### src/rtl/lpr_pkg.sv
package lpr_pkg;
   typedef enum logic [1:0] {
      ST_IDLE = 2'd0,
      ST_HOLD = 2'd1,
      ST_TURN = 2'd2,
      ST_RECV = 2'd3
   } lpr_state_e;

   localparam int unsigned ERR_TA = 0;
   localparam int unsigned ERR_RX = 1;
   localparam int unsigned ERR_N  = 2;
endpackage

### src/rtl/lpr_down_timer.sv
module lpr_down_timer #(
   parameter int unsigned W = 16
) (
   input  logic         clk,
   input  logic         rst_n,
   input  logic         load,
   input  logic [W-1:0] load_val,
   input  logic         dec,
   output logic         zero
);
   logic [W-1:0] cnt_q;

   always_ff @(posedge clk or negedge rst_n) begin
      if (!rst_n)
         cnt_q <= '0;
      else if (load)
         cnt_q <= load_val;
      else if (dec && (cnt_q != '0))
         cnt_q <= cnt_q - 1'b1;
   end

   assign zero = (cnt_q == '0);
endmodule

### src/rtl/lpr_sticky_flag.sv
module lpr_sticky_flag (
   input  logic clk,
   input  logic rst_n,
   input  logic set,
   input  logic clr,
   output logic q
);
   always_ff @(posedge clk or negedge rst_n) begin
      if (!rst_n)
         q <= 1'b0;
      else if (set)
         q <= 1'b1;
      else if (clr)
         q <= 1'b0;
   end
endmodule

### src/rtl/lpr_seq_fsm.sv
module lpr_seq_fsm
   import lpr_pkg::*;
#(
   parameter int unsigned CNT_W = 16
) (
   input  logic             clk,
   input  logic             rst_n,
   input  logic             esc_tick,
   input  logic             start,
   input  logic             ta_ack,
   input  logic             rx_valid,
   input  logic             rx_lp_mode,
   input  logic             t_zero,
   output logic             ld_hold,
   output logic             ld_turn,
   output logic             ld_recv,
   output logic             t_dec,
   output logic             ta_expire,
   output logic             rx_expire,
   output logic             rx_got,
   output lpr_state_e       state
);
   lpr_state_e st_q, st_d;

   always_comb begin
      st_d      = st_q;
      ld_hold   = 1'b0;
      ld_turn   = 1'b0;
      ld_recv   = 1'b0;
      t_dec     = 1'b0;
      ta_expire = 1'b0;
      rx_expire = 1'b0;
      rx_got    = 1'b0;
      unique case (st_q)
         ST_IDLE: begin
            if (start) begin
               st_d    = ST_HOLD;
               ld_hold = 1'b1;
            end
         end
         ST_HOLD: begin
            if (t_zero) begin
               st_d    = ST_TURN;
               ld_turn = 1'b1;
            end else begin
               t_dec = esc_tick;
            end
         end
         ST_TURN: begin
            if (ta_ack) begin
               st_d    = ST_RECV;
               ld_recv = 1'b1;
            end else if (t_zero) begin
               st_d      = ST_IDLE;
               ta_expire = 1'b1;
            end else begin
               t_dec = esc_tick;
            end
         end
         ST_RECV: begin
            if (rx_valid) begin
               st_d   = ST_IDLE;
               rx_got = 1'b1;
            end else if (rx_lp_mode) begin
               if (t_zero) begin
                  st_d      = ST_IDLE;
                  rx_expire = 1'b1;
               end else begin
                  t_dec = esc_tick;
               end
            end
         end
         default: st_d = ST_IDLE;
      endcase
   end

   always_ff @(posedge clk or negedge rst_n) begin
      if (!rst_n)
         st_q <= ST_IDLE;
      else
         st_q <= st_d;
   end

   assign state = st_q;
endmodule

### src/rtl/lpr_turnaround_ctrl.sv
module lpr_turnaround_ctrl
   import lpr_pkg::*;
#(
   parameter int unsigned HOLD_W = 16,
   parameter int unsigned TA_W   = 8,
   parameter int unsigned RX_W   = 16
) (
   input  logic              clk,
   input  logic              rst_n,
   input  logic              esc_tick,
   input  logic              pkt_done,
   input  logic              pkt_needs_ta,
   input  logic [HOLD_W-1:0] hold_cnt,
   input  logic [TA_W-1:0]   ta_limit,
   input  logic [RX_W-1:0]   rx_limit,
   input  logic              ta_ack,
   input  logic              rx_valid,
   input  logic              rx_lp_mode,
   input  logic [ERR_N-1:0]  err_clr,
   output logic              busy,
   output logic              ta_req,
   output logic              rd_ready,
   output logic              irq_err,
   output logic              ta_err,
   output logic              rx_err
);
   localparam int unsigned W_HT  = (HOLD_W > TA_W) ? HOLD_W : TA_W;
   localparam int unsigned CNT_W = (W_HT > RX_W) ? W_HT : RX_W;

   generate
      if (HOLD_W < 1 || TA_W < 1 || RX_W < 1) begin : g_bad_width
         $error("lpr_turnaround_ctrl: timer widths must be at least 1");
      end
      if (CNT_W > 32) begin : g_too_wide
         $error("lpr_turnaround_ctrl: timer width above 32 bits");
      end
   endgenerate

   lpr_state_e   state;
   logic         start, t_zero, t_dec;
   logic         ld_hold, ld_turn, ld_recv;
   logic         ta_expire, rx_expire, rx_got;
   logic         t_load;
   logic [CNT_W-1:0] t_val;
   logic [ERR_N-1:0] err_set, err_q;
   logic         rdy_q, irq_q;

   assign start = pkt_done && pkt_needs_ta;

   lpr_seq_fsm #(.CNT_W(CNT_W)) u_fsm (
      .clk        (clk),
      .rst_n      (rst_n),
      .esc_tick   (esc_tick),
      .start      (start),
      .ta_ack     (ta_ack),
      .rx_valid   (rx_valid),
      .rx_lp_mode (rx_lp_mode),
      .t_zero     (t_zero),
      .ld_hold    (ld_hold),
      .ld_turn    (ld_turn),
      .ld_recv    (ld_recv),
      .t_dec      (t_dec),
      .ta_expire  (ta_expire),
      .rx_expire  (rx_expire),
      .rx_got     (rx_got),
      .state      (state)
   );

   always_comb begin
      t_val = '0;
      if (ld_hold)
         t_val[HOLD_W-1:0] = hold_cnt;
      else if (ld_turn)
         t_val[TA_W-1:0] = ta_limit;
      else if (ld_recv)
         t_val[RX_W-1:0] = rx_limit;
   end
   assign t_load = ld_hold | ld_turn | ld_recv;

   lpr_down_timer #(.W(CNT_W)) u_timer (
      .clk      (clk),
      .rst_n    (rst_n),
      .load     (t_load),
      .load_val (t_val),
      .dec      (t_dec),
      .zero     (t_zero)
   );

   assign err_set[ERR_TA] = ta_expire;
   assign err_set[ERR_RX] = rx_expire;

   generate
      for (genvar i = 0; i < ERR_N; i++) begin : g_err
         lpr_sticky_flag u_flag (
            .clk   (clk),
            .rst_n (rst_n),
            .set   (err_set[i]),
            .clr   (err_clr[i]),
            .q     (err_q[i])
         );
      end
   endgenerate

   always_ff @(posedge clk or negedge rst_n) begin
      if (!rst_n) begin
         rdy_q <= 1'b0;
         irq_q <= 1'b0;
      end else begin
         rdy_q <= rx_got;
         irq_q <= |err_set;
      end
   end

   assign busy     = (state != ST_IDLE);
   assign ta_req   = (state == ST_TURN);
   assign rd_ready = rdy_q;
   assign irq_err  = irq_q;
   assign ta_err   = err_q[ERR_TA];
   assign rx_err   = err_q[ERR_RX];
endmodule

### config.mk
export PLATFORM = sky130hd
export DESIGN_NAME = lpr_turnaround_ctrl
export DESIGN_NICKNAME = d
export VERILOG_FILES = /design/src/rtl/lpr_pkg.sv /design/src/rtl/lpr_down_timer.sv /design/src/rtl/lpr_sticky_flag.sv /design/src/rtl/lpr_seq_fsm.sv /design/src/rtl/lpr_turnaround_ctrl.sv
export SDC_FILE = /design/constraint.sdc
export NUM_CORES = 1
export LEC_CHECK = 0
export BUFFER_PORTS_ARGS = -buffer_cell sky130_fd_sc_hd__buf_4
export CAP_MARGIN = 20
export CORE_ASPECT_RATIO = 1.25
export CORE_UTILIZATION = 25
export DETAILED_ROUTE_END_ITERATION = 8
export PLACE_DENSITY = 0.51
export RECOVER_POWER = 100
export SLEW_MARGIN = 10
export SYNTH_ARGS = -nofsm -noshare
export SYNTH_HDL_FRONTEND = slang
export SYNTH_HIERARCHICAL = 1
export SYNTH_SLANG_ARGS = --single-unit
### constraint.sdc
create_clock -name clk -period 5.6 [get_ports clk]
set_input_delay 0.28 -clock clk [delete_from_list [all_inputs] [get_ports clk]]
set_output_delay 0.28 -clock clk [all_outputs]
set_load 0.005 [all_outputs]
**Word level (Yosys, flattened, before mapping)**

Index checks and enable logic that the tools add are counted.

- Reduce and logical (&&, ||, !) cells: 11
- Multiplexer cells: 35
- Bitwise gates (word level): 2
- Equal/unequal tests: 6
- $add $sub $neg: 1

Operators by type and width:

| kind | count |
|---|---|
| two-way mux 16 bit | 4 |
| two-way mux 1 bit | 21 |
| logical NOT 16 bit | 1 |
| two-way mux 8 bit | 2 |
| nonzero test 16 bit | 1 |
| subtractor 16 x 1 -> 16 bit, second input constant | 1 |
| two-way mux 2 bit | 6 |
| one-hot mux 2 bit (4 select lines) | 1 |
| nonzero test 2 bit | 4 |
| equality test 2 bit, second input constant | 2 |
| != test 2 bit, second input constant | 2 |
| != test 3 bit, second input constant | 1 |
| one-hot mux 1 bit (3 select lines) | 1 |
| AND reduction 3 bit | 1 |
| equality test 2 x 1 -> 1 bit, second input constant | 1 |
| logical AND 1 bit | 2 |
| logical NOT 2 bit | 1 |
| bitwise OR 1 bit | 2 |
| OR reduction 2 bit | 1 |

- Output and inout port bits: 6
- Bits in registers: 22
- Word-level logic and storage cells: 61

**Longest topological paths before layout**

- Depth in word-level cells: 8
- Gate-level depth with buffers: 13
- Mapped depth without buffers: 11

**Hierarchy**

The synthesis kept the hierarchy.

By module, submodules not included:

| module | cells each | area an instance (um^2) | sequential area each (um^2) | instances |
|---|---|---|---|---|
| lpr_down_timer | 124 | 1063.5 | 400.4 | 1 |
| lpr_turnaround_ctrl | 69 | 431.7 | 50.0 | 1 |
| lpr_seq_fsm | 25 | 190.2 | 50.0 | 1 |
| lpr_sticky_flag | 3 | 36.3 | 25.0 | 2 |

**Least setup slack after synthesis**

No wires, ideal clock.

- Path kind: reg2reg
- Start: register u_timer.cnt_q[0]
- End: register u_timer.cnt_q[11]
- Setup time: 82 ps
- Stages on the path, launching flop included: 11
- Data arrival time: 2881 ps
- Setup slack: 2637 ps
- Cells stage by stage: dfrtp_1 -> inv_1 -> ha_1 -> nor4b_1 -> nand4_1 -> inv_1 -> nor4b_1 -> nor4b_1 -> nand2_1 -> or4_1 -> a31oi_1

- Longest elaborated chain between the ends: 7

RTL lines:

| what | line | text |
|---|---|---|
| start: declaration | lpr_down_timer.sv:11 | `logic [W-1:0] cnt_q;` |
| start signal: assignment | lpr_down_timer.sv:17 | `cnt_q <= load_val;` |
| start signal: assignment | lpr_down_timer.sv:19 | `cnt_q <= cnt_q - 1'b1;` |
| logical NOT 16 bit * | lpr_down_timer.sv:22 | `assign zero = (cnt_q == '0);` |
| via t_zero | lpr_turnaround_ctrl.sv:40 | `logic start, t_zero, t_dec;` |
| two-way mux 1 bit * | lpr_seq_fsm.sv:42, lpr_seq_fsm.sv:53, lpr_seq_fsm.sv:65 |  |
| two-way mux 1 bit | lpr_seq_fsm.sv:64 | `end else if (rx_lp_mode) begin` |
| two-way mux 1 bit | lpr_seq_fsm.sv:61 | `if (rx_valid) begin` |
| one-hot mux 1 bit (3 select lines) * | lpr_seq_fsm.sv:34 | `unique case (st_q)` |
| via t_dec | lpr_turnaround_ctrl.sv:40 |  |
| logical AND 1 bit * | lpr_down_timer.sv:18 | `else if (dec && (cnt_q != '0))` |
| nonzero test 2 bit (no line) * | n/a |  |

The timed path passes the listed nets; every way through them passes the cells marked *. The select of a mux whose other input is x is not followed.
A chain may end at the register's enable or synchronous reset.

**Worst setup path in the final report**

- Start: register u_timer.cnt_q[0]
- End: register u_timer.cnt_q[12]

RTL lines:

| what | line | text |
|---|---|---|
| logical NOT 16 bit * | lpr_down_timer.sv:22 |  |
| via t_zero | lpr_turnaround_ctrl.sv:40 |  |
| two-way mux 1 bit * | lpr_seq_fsm.sv:42 | `if (t_zero) begin` |
| two-way mux 1 bit * | lpr_seq_fsm.sv:34 |  |
| via ld_turn | lpr_turnaround_ctrl.sv:41 | `logic ld_hold, ld_turn, ld_recv;` |
| bitwise OR 1 bit * (2 in a row) | lpr_turnaround_ctrl.sv:78 | `assign t_load = ld_hold \| ld_turn \| ld_recv;` |
| via t_load | lpr_turnaround_ctrl.sv:43 | `logic t_load;` |
| two-way mux 16 bit or nonzero test 2 bit (tied branches) | n/a |  |

Marks and branches as above.

==> reports/results.ini <==
[status]
run_status=complete, no violations

[sta]
timing.setup.tns_ns=0
finalClockSkew_ns=0.002707
finalWorstSetupSlack_ns=1.785
setup_violations=0
final-max-slew-violation-count=0
post_route_clock_period_utilization=0.6813
setup_repair_after_global_routing_missed_its_margin=false
total_count_of_hold_check_failures_in_the_final_report=0
final_period_minus_worst_setup_slack_ns=3.815
maxSlewHeadroom=0.1632
worst_slew_pin_slew_ns=1.255
fmax_mhz=262.1

[die]
pin_count=56
start_util=0.2628
floorplan.rows=33
die_x_um=77
die_height_um=95.76
floorplan.core_area_um2=6689
dieArea_um2=7373

[setup_path]
worst_r2r_endpoint=u_timer/cnt_q[12]
cp_cell_sequence=inv_1 -> ha_1 -> nor4b_1 -> nand4_1 -> inv_1 -> nand2_1 -> nor2_1 -> or3_1 -> inv_1 -> nor2_1 -> a31oi_1
worst_path_dominant_cell_family=simple AND/OR/NAND/NOR gates
end_kind=flop
r2r-start=u_timer/cnt_q[0]
reg2reg_slack_ns=1.78
path_buf_inv=3
worstRegToRegCells=11
worst-setup-path-type=reg2reg
cp_max_fo=18
critPathMaxStageDelay_ns=0.69
cp_common_cell=sky130_fd_sc_hd__inv_1
timing.critical_path.required_ns=5.72
critical_path.slowest_cell=sky130_fd_sc_hd__nor2_1
critPathLaunchType=flop
critPathArrivalTime_ns=3.94

[clocking]
clock_path_buffers=2
tritoncts=yes
clock_slew_at_the_register_clock_pins_of_the_worst_setup_and_hold_paths_ns=0.08
cts_htree_levels=1
clockRootBuffer=sky130_fd_sc_hd__clkbuf_8
clkLatencyLatePin_ns=0.26
cts.sink_count=22
cts_inserted_buffers=3

[detailed_routing]
route.final.wire_length_mm=4.897
wl_per_cell_um=13.53
via_per_inst=4.948
drt_first_iter_violations=65
drt_pre_antenna_iters=4
route.vias.total=1791
antenna_left=0
remaining_drc_errors=0

[finish]
final_common_cell=sky130_fd_sc_hd__buf_4
antenna_cells_inserted=0
area_delta_synth_final_pct=29.89
seqCellArea_um2=550.5
design_area_um2=2283
layout.nets=328
mostFrequentLayoutCells=sky130_fd_sc_hd__buf_4, sky130_fd_sc_hd__a21oi_1, sky130_fd_sc_hd__nand2_1
drive_gt1_frac=0.2582
layout.filler_cells=732
multiInputGateArea_um2=1104

[pwr]
power.net_switching_mw=0.3043
clock_power_share=0.136
power.combinational.fraction=0.434
cell_internal_pwr_mw=0.4146
pwr_density_cell_nw_per_um2=314.9
p_leak_nw=0.9746
netSwitchingFraction=0.4233
totalPowerFinal_mw=0.7189
max-vdd-ir-drop_uv=114.5
p_seq_frac=0.430

[placement]
dp.final_hpwl_mm=3.797
gpl.final_weighted_congestion=0.8409
port-buffer-count=55
dpl_cell_area_um2=2236
post-place-ws_ns=1.813

[synth]
ys_ff_latch=22
yosys.area.top_type_share=0.3132
largest_family_of_logic_cells_by_synthesized_area=simple AND/OR/NAND/NOR gates
dominantRegCellSynth=sky130_fd_sc_hd__dfrtp_1
post_synth_main_area_contributors=sky130_fd_sc_hd__dfrtp_1, sky130_fd_sc_hd__a21oi_1, sky130_fd_sc_hd__nand2_1
mappedNetlistArea_um2=1758
postSynthNetCount=275
ys_async_sr_fraction=1.000
synth_edf_count=0
count_of_synthesis_stage_warnings_from_yosys=6
synth_area_in_simple_gates=0.3708
ys_types=48
synth_top_area_cell=sky130_fd_sc_hd__dfrtp_1
post_synth_xor_area_fraction=0.004982
synth_fa_ha_area_frac=0.007117
post_syn_instances=224
synth_compound_gate_area_share=0.2242
syn_avg_cell_area_um2=7.848
yosys-mux-area-fraction=0.01779
synth_sequential_area_ratio=0.3132

[grt]
met3_usage=0.02180
grt_antenna_before_repair=0
grt_pass1_vias=1679
grt_first_pass_wirelength_mm=7.521
globalRouteMet1Util=0.1470
grt_remaining_overflow=0
gr-usage-all-layers=0.1266
grtUsageMet2=0.2463
top_usage_layer=met2
grt_start_max_net_pins=34

[flow_run]
max_cap_viol_count=0

[hold_path]
holdPathStages=3
hold_path_class=in2reg
hold_endpoint=rd_ready
hp-start=rx_valid

-- synthesized netlist by cell type, types with 3 or more instances --
| library cell | number |
|---|---|
| sky130_fd_sc_hd__a21oi_1 | 26 |
| sky130_fd_sc_hd__nand2_1 | 23 |
| sky130_fd_sc_hd__dfrtp_1 | 22 |
| sky130_fd_sc_hd__nor2_1 | 16 |
| sky130_fd_sc_hd__o21ai_1 | 14 |
| sky130_fd_sc_hd__nor2b_1 | 12 |
| sky130_fd_sc_hd__inv_1 | 10 |
| sky130_fd_sc_hd__nand2b_1 | 9 |
| sky130_fd_sc_hd__nand3b_1 | 8 |
| sky130_fd_sc_hd__a31oi_1 | 6 |
| sky130_fd_sc_hd__nor3_1 | 5 |
| sky130_fd_sc_hd__or4_1 | 5 |
| sky130_fd_sc_hd__and2_1 | 4 |
| sky130_fd_sc_hd__clkbuf_1 | 4 |
| sky130_fd_sc_hd__o21ai_0 | 4 |
| sky130_fd_sc_hd__or3_1 | 4 |
| sky130_fd_sc_hd__buf_2 | 3 |
| sky130_fd_sc_hd__buf_6 | 3 |
| sky130_fd_sc_hd__nand3_1 | 3 |
| sky130_fd_sc_hd__nand4_1 | 3 |
| sky130_fd_sc_hd__nand4b_1 | 3 |
| sky130_fd_sc_hd__nor4_1 | 3 |
| sky130_fd_sc_hd__nor4b_1 | 3 |
-- sequential cells by signal, indices dropped and copies added, names as in the netlist --
signal	flops
g_err.u_flag/q	2
irq_err	1
rd_ready	1
u_fsm/state	2
u_timer/cnt_q	16
-- tightest hold or removal path: stages --
cell	delay (ns)
sky130_fd_sc_hd__buf_4	0.12
sky130_fd_sc_hd__inv_1	0.06
sky130_fd_sc_hd__nor2_1	0.04
-- routing by layer --
metal	share of wire	vias to the layer above	routed length, um
met2	0.52	40	2563
met3	0.039	4	191
met5	0	-	0
met4	0.0080	0	39
met1	0.43	832	2103
li1	-	915	-
-- cell families after synthesis --
| family | Yosys count |
|---|---|
| AOI/OAI and AO/OA | 64 |
| buffers and inverters | 21 |
| DFF | 22 |
| muxes | 3 |
| adders and majority gates | 1 |
| xor gates and xnor gates | 1 |
| and+or+nand+nor | 112 |
-- how the worst max path moves through the flow --
| stage | startpoint | endpoint | slack [ns] | depth (start not counted) |
|---|---|---|---|---|
| after global routing | u_timer/cnt_q[0] | u_timer/cnt_q[15] | 1.29 | 11 |
| after global placement | u_timer/cnt_q[0] | u_timer/cnt_q[1] | 1.99 | 11 |
| after floorplan | u_timer/cnt_q[0] | u_timer/cnt_q[11] | 2.64 | 10 |
| after detailed placement | u_timer/cnt_q[0] | u_timer/cnt_q[12] | 1.81 | 11 |
| after CTS | u_timer/cnt_q[0] | u_timer/cnt_q[12] | 1.77 | 11 |
| final | u_timer/cnt_q[0] | u_timer/cnt_q[12] | 1.78 | 11 |
-- stage by stage --
| step | hold WS [ns] | utilization | std cells |
|---|---|---|---|
| 6_report | 0.2851 | 0.3414 | 362 |
| 4_1_cts | 0.2739 | 0.3419 | 362 |
| 5_1_grt | 0.2852 | 0.3414 | 362 |
| 3_5_place_dp | 0.1947 | 0.3343 | 358 |
| 3_3_place_gp | 0.1943 | 0.3343 | 358 |
| 2_1_floorplan | -0.01559 | - | 224 |
-- power groups by stage --
stage	Clock [mW]	Combinational (mW)	Sequential, mW
after detailed placement	0	0.317	0.310
after global placement	0	0.316	0.310
after floorplan	0	0.250	0.275
after CTS	0.103	0.320	0.308
final	0.0974	0.312	0.309
after global routing	0.109	0.351	0.322
-- repair_timing --
action	4_1_cts	5_1_grt
gates resized for setup	0	0
hold endpoints to repair	22	0
hold buffers	1	0
buffers inserted	0	0
-- area by class of cell --
cell class                      instances  share of cell area
Clock buffer                            3             0.01808
Inverter                               10             0.01644
Multi-Input combinational cell        181              0.4833
Sequential cell                        22              0.2411
Tap cell                               87             0.04767
Timing Repair Buffer                   59              0.1934
Power figures use the tool's default switching activity.
